## config.mk

```make
export PLATFORM = sky130hd
export DESIGN_NAME = beam_counter
export DESIGN_NICKNAME = d
export VERILOG_FILES = /design/src/rtl/beam_counter.sv
export SDC_FILE = /design/constraint.sdc
export NUM_CORES = 1
export LEC_CHECK = 0
export BUFFER_PORTS_ARGS = -buffer_cell sky130_fd_sc_hd__buf_2
export CAP_MARGIN = 20
export CORE_MARGIN = 2
export CORE_UTILIZATION = 29
export CTS_BUF_LIST = sky130_fd_sc_hd__clkbuf_8
export DETAILED_ROUTE_END_ITERATION = 8
export HOLD_SLACK_MARGIN = 0.12
export SETUP_SLACK_MARGIN = 0.2
export SLEW_MARGIN = 10
export SYNTH_ARGS = -nofsm -noshare
export SYNTH_HDL_FRONTEND = slang
export SYNTH_SLANG_ARGS = --single-unit
```

## constraint.sdc

```tcl
create_clock -name clk -period 1.45 [get_ports clk]
set_clock_uncertainty 0.1 [all_clocks]
set_input_delay 0.145 -clock clk [delete_from_list [all_inputs] [get_ports clk]]
set_output_delay 0.145 -clock clk [all_outputs]
set_load 0.01 [all_outputs]
```

## src/rtl/beam_counter.sv

```systemverilog
module beam_counter #(
  parameter int CNT_W   = 14,
  parameter int SHIFT   = 2,
  parameter int RELOAD  = 16128,
  parameter int PER_BIT = 11,
  parameter int EOS_HI  = 14,
  parameter int EOS_LO  = 11,
  parameter int RD_W    = 6
) (
  input  logic            clk,
  input  logic            rst_n,
  input  logic            rd_stb,
  output logic [RD_W-1:0] rd_data,
  output logic            irq_periodic,
  output logic            irq_screen_end
);
  localparam int VA_W = CNT_W + SHIFT;

  logic [CNT_W-1:0] cnt;
  logic             late;
  logic [VA_W-1:0]  vaddr;
  logic             at_top;

  assign vaddr  = {cnt, {SHIFT{1'b0}}};
  assign at_top = &cnt;

  always_ff @(posedge clk or negedge rst_n) begin
    if (!rst_n) begin
      cnt  <= '0;
      late <= 1'b0;
    end else if (at_top) begin
      late <= ~late;
      cnt  <= late ? '0 : CNT_W'(RELOAD);
    end else begin
      cnt <= cnt + 1'b1;
    end
  end

  always_ff @(posedge clk or negedge rst_n) begin
    if (!rst_n)      rd_data <= '0;
    else if (rd_stb) rd_data <= vaddr[VA_W-1 -: RD_W];
  end

  assign irq_periodic   = vaddr[PER_BIT];
  assign irq_screen_end = &vaddr[EOS_HI:EOS_LO];

  AST_STEP: assert property (@(posedge clk) disable iff (!rst_n)
    !at_top |=> cnt == $past(cnt) + 1'b1);
  AST_RELOAD: assert property (@(posedge clk) disable iff (!rst_n)
    (at_top && !late) |=> (cnt == CNT_W'(RELOAD)) && late);
  AST_WRAP: assert property (@(posedge clk) disable iff (!rst_n)
    (at_top && late) |=> (cnt == '0) && !late);
  AST_RD_HOLD: assert property (@(posedge clk) disable iff (!rst_n)
    !rd_stb |=> $stable(rd_data));
  AST_EOS_AFTER_RELOAD: assert property (@(posedge clk) disable iff (!rst_n)
    (at_top && !late) |=> irq_screen_end);
endmodule

```

==> metrics.md <==
| Metric | Value |
|---|---|
| Final WL | `2.02 mm` |
| Synth-to-Final Area Change | `45.6%` |
| Clock Path Buffers | `2` |
| Sink Count | `21` |
| Net Count, Synth | `86` |
| CP Max Fanout | `4` |
| Final Hold Viols | `0` |
| Pin count of the biggest net entering global routing | `22` |
| Final Non-Filler Cells | `166` |
| Max incr delay on CP | `410 ps` |
| 1st-pass router iterations | `4` |
| CP endpoint kind | `register` |
| Rel. slew slack | `0.686` |
| Clk pin slew, worst setup/hold paths | `80 ps` |
| Seq/Total Area, Yosys | `0.541` |
| Diodes inserted | `0` |
| Rows | `21` |
| Detailed Place HPWL | `1.46 mm` |
| Tightest hold margin | `269 ps` |
| Share of layout cells above drive strength 1 | `0.508` |
| Synth area leaders | `dfrtp_1 (54%), mux2_2 (8.1%), xor2_1 (5.4%), xnor2_1 (4.5%), nand3_1 (2.6%)` |
| Critical path, cell by cell | `and4_4 -> nand3_4 -> or3_4 -> mux2i_1` |
| Dpl cell area | `0.00122 mm2` |
| Static leakage | `0.678 nW` |
| Peak Freq | `690 MHz` |
| PD cells | `698 mW/mm2` |
| Yosys cell types | `25` |
| Min-Delay Path Class | `in2async` |
| I/O Buffers | `10` |
| Core area | `0.00328 mm2` |
| Yosys warnings | `0` |
| DP Cell Count | `155` |
| Die X | `61.9 um` |
| Num CTS Buffers | `3` |
| Initial core utilization | `0.296` |
| VDD IR-drop max | `445 uV` |
| Commonest non-fill, non-tap cell in the layout | `dfrtp_1` |
| Wire per inst | `12.2 um` |
| Worst slew pin tran | `471 ps` |
| Vias in the first global route | `742` |
| Core Util, Final | `0.431` |
| Synth Register Bits | `21` |
| Final #Nets | `125` |
| Fin. max-slew vios | `0` |
| GRT Overall Usage | `0.113` |
| Synth top area share | `0.541` |
| Gr ovfl total | `0` |
| Slowest CP cell | `or3_4` |
| RD Place Congestion | `0.855` |
| Vias | `749` |
| Final instance area | `0.00142 mm2` |
| H-tree Lvls | `1` |
| Synth area leader | `dfrtp_1` |
| CP arrival | `1480 ps` |
| Die Ht | `61.9 um` |
| Clk root buf | `clkbuf_8` |
| DRC | `0` |
| Avg Cell Area, Syn | `11.9 um2` |
| Critical Setup Path Class | `reg2reg` |
| RSZ-0062 raised after global routing | `true` |
| Die area | `0.00383 mm2` |
| Setup_tns | `0 ps` |
| Commonest cells after routing, fill and taps aside | `dfrtp_1 (20), buf_4 (17), buf_2 (9)` |
| Top-level port count | `11` |
| Fin crit share | `1.00` |
| WP data required | `1480 ps` |
| CTS tree | `done` |
| Synth Instances | `82` |
| # setup viols final | `0` |
| First-pass GRT wire length | `3.17 mm` |
| Antenna Nets Post-Route | `0` |
| Worst skew pair latency | `260 ps` |
| Min Tclk post-route | `1450 ps` |
| Max-Cap Viols | `0` |
| Post-Syn Area | `972 um2` |
| Run status | `completed` |
| Initial antenna violation count | `0` |
| Vias per cell | `4.51` |
| Startpoint types | `register` |
| DRT iter0 DRCs | `17` |
[per-stage QoR]
| step | power, mW | setup slack, ps |
|---|---|---|
| finish | 0.988 | 0.0955 |
| global route | 1.04 | -55.9 |
| CTS | 1.00 | 22.2 |
| detailed placement | 0.616 | -25.3 |
| global placement | 0.615 | -0.632 |
| floorplan | 0.602 | -33.4 |
[worst max-delay path: cells and delay by family (launching register included)]
family / cells / cell delay [ps]
AND/OR/NAND/NOR: 3 / 750
flip-flops: 1 / 350
multiplexers: 1 / 130
[path summary, 6_finish.rpt]
check / start / end / slack, ps / cells past startpoint
min reg2reg: rd_data[4] / rd_data[4] / 400 / 1
min in group clk: rd_data[4] / rd_data[4] / 400 / 1
max in group asynchronous: rst_n / cnt[9] / 640 / 2
max reg2reg: cnt[12] / cnt[9] / 0.1 / 4
max: cnt[12] / cnt[9] / 0.1 / 4
min: rst_n / rd_data[3] / 270 / 2
[registers in the layout, indices dropped and copies added, names as in the netlist]
register  cells
cnt          14
rd_data       6
late          1
[layout make-up]
cell class | instances | area [um2]
Fill cell | 314 | 1870
Sequential cell | 21 | 527
Multi-Input combinational cell | 58 | 505
Timing Repair Buffer | 35 | 272
Tap cell | 46 | 57.6
Clock buffer | 3 | 41.3
Inverter | 2 | 7.51
Clock inverter | 1 | 5.00
[routing by layer]
layer / global-route usage / part of all wire / vias to the layer above
met5: 0 / 0 / -
met4: 0.0274 / 0.0044 / 0
met3: 0.0373 / 0.042 / 2
li1: - / - / 366
met2: 0.198 / 0.52 / 22
met1: 0.134 / 0.43 / 359
[power by group]
part	total, mW	switching (mW)	internal [mW]
Clock	0.381	0.189	0.191
Combinational	0.0222	0.0144	0.00772
Sequential	0.585	0	0.585
Total	0.988	0.204	0.784
[logic make-up (layout without fill, tap and decap cells)]
kind of cell    Yosys count  in the layout  synth area share
simple gates             30             30             0.194
flops                    21             21             0.541
xor+xnor                 11             11            0.0991
mux                       9              9             0.102
compound gates            7              7            0.0399
buf+inv                   3             41            0.0116
fa+ha+maj                 1              1            0.0129
[synth_stat cells, drive strengths merged]
master and count:
dfrtp 21, mux2 7, nand2 6, nand3 6, o21ai 6, xor2 6, nor2 5, xnor2 5
nand4 3, nor3 3, and4 2, inv 2, mux2i 2, and2 1, and3 1, clkbuf 1
ha 1, nor2b 1, nor4 1, o311ai 1, or3 1
[what timing repair did]
action,in CTS,in global routing
hold buffers,1,1
resized for setup,11,9
endpoints found under the setup margin,13,14
buffers inserted,4,1
hold endpoints to repair,21,1
pin swaps,8,8
(Power assumes the default switching activity.)
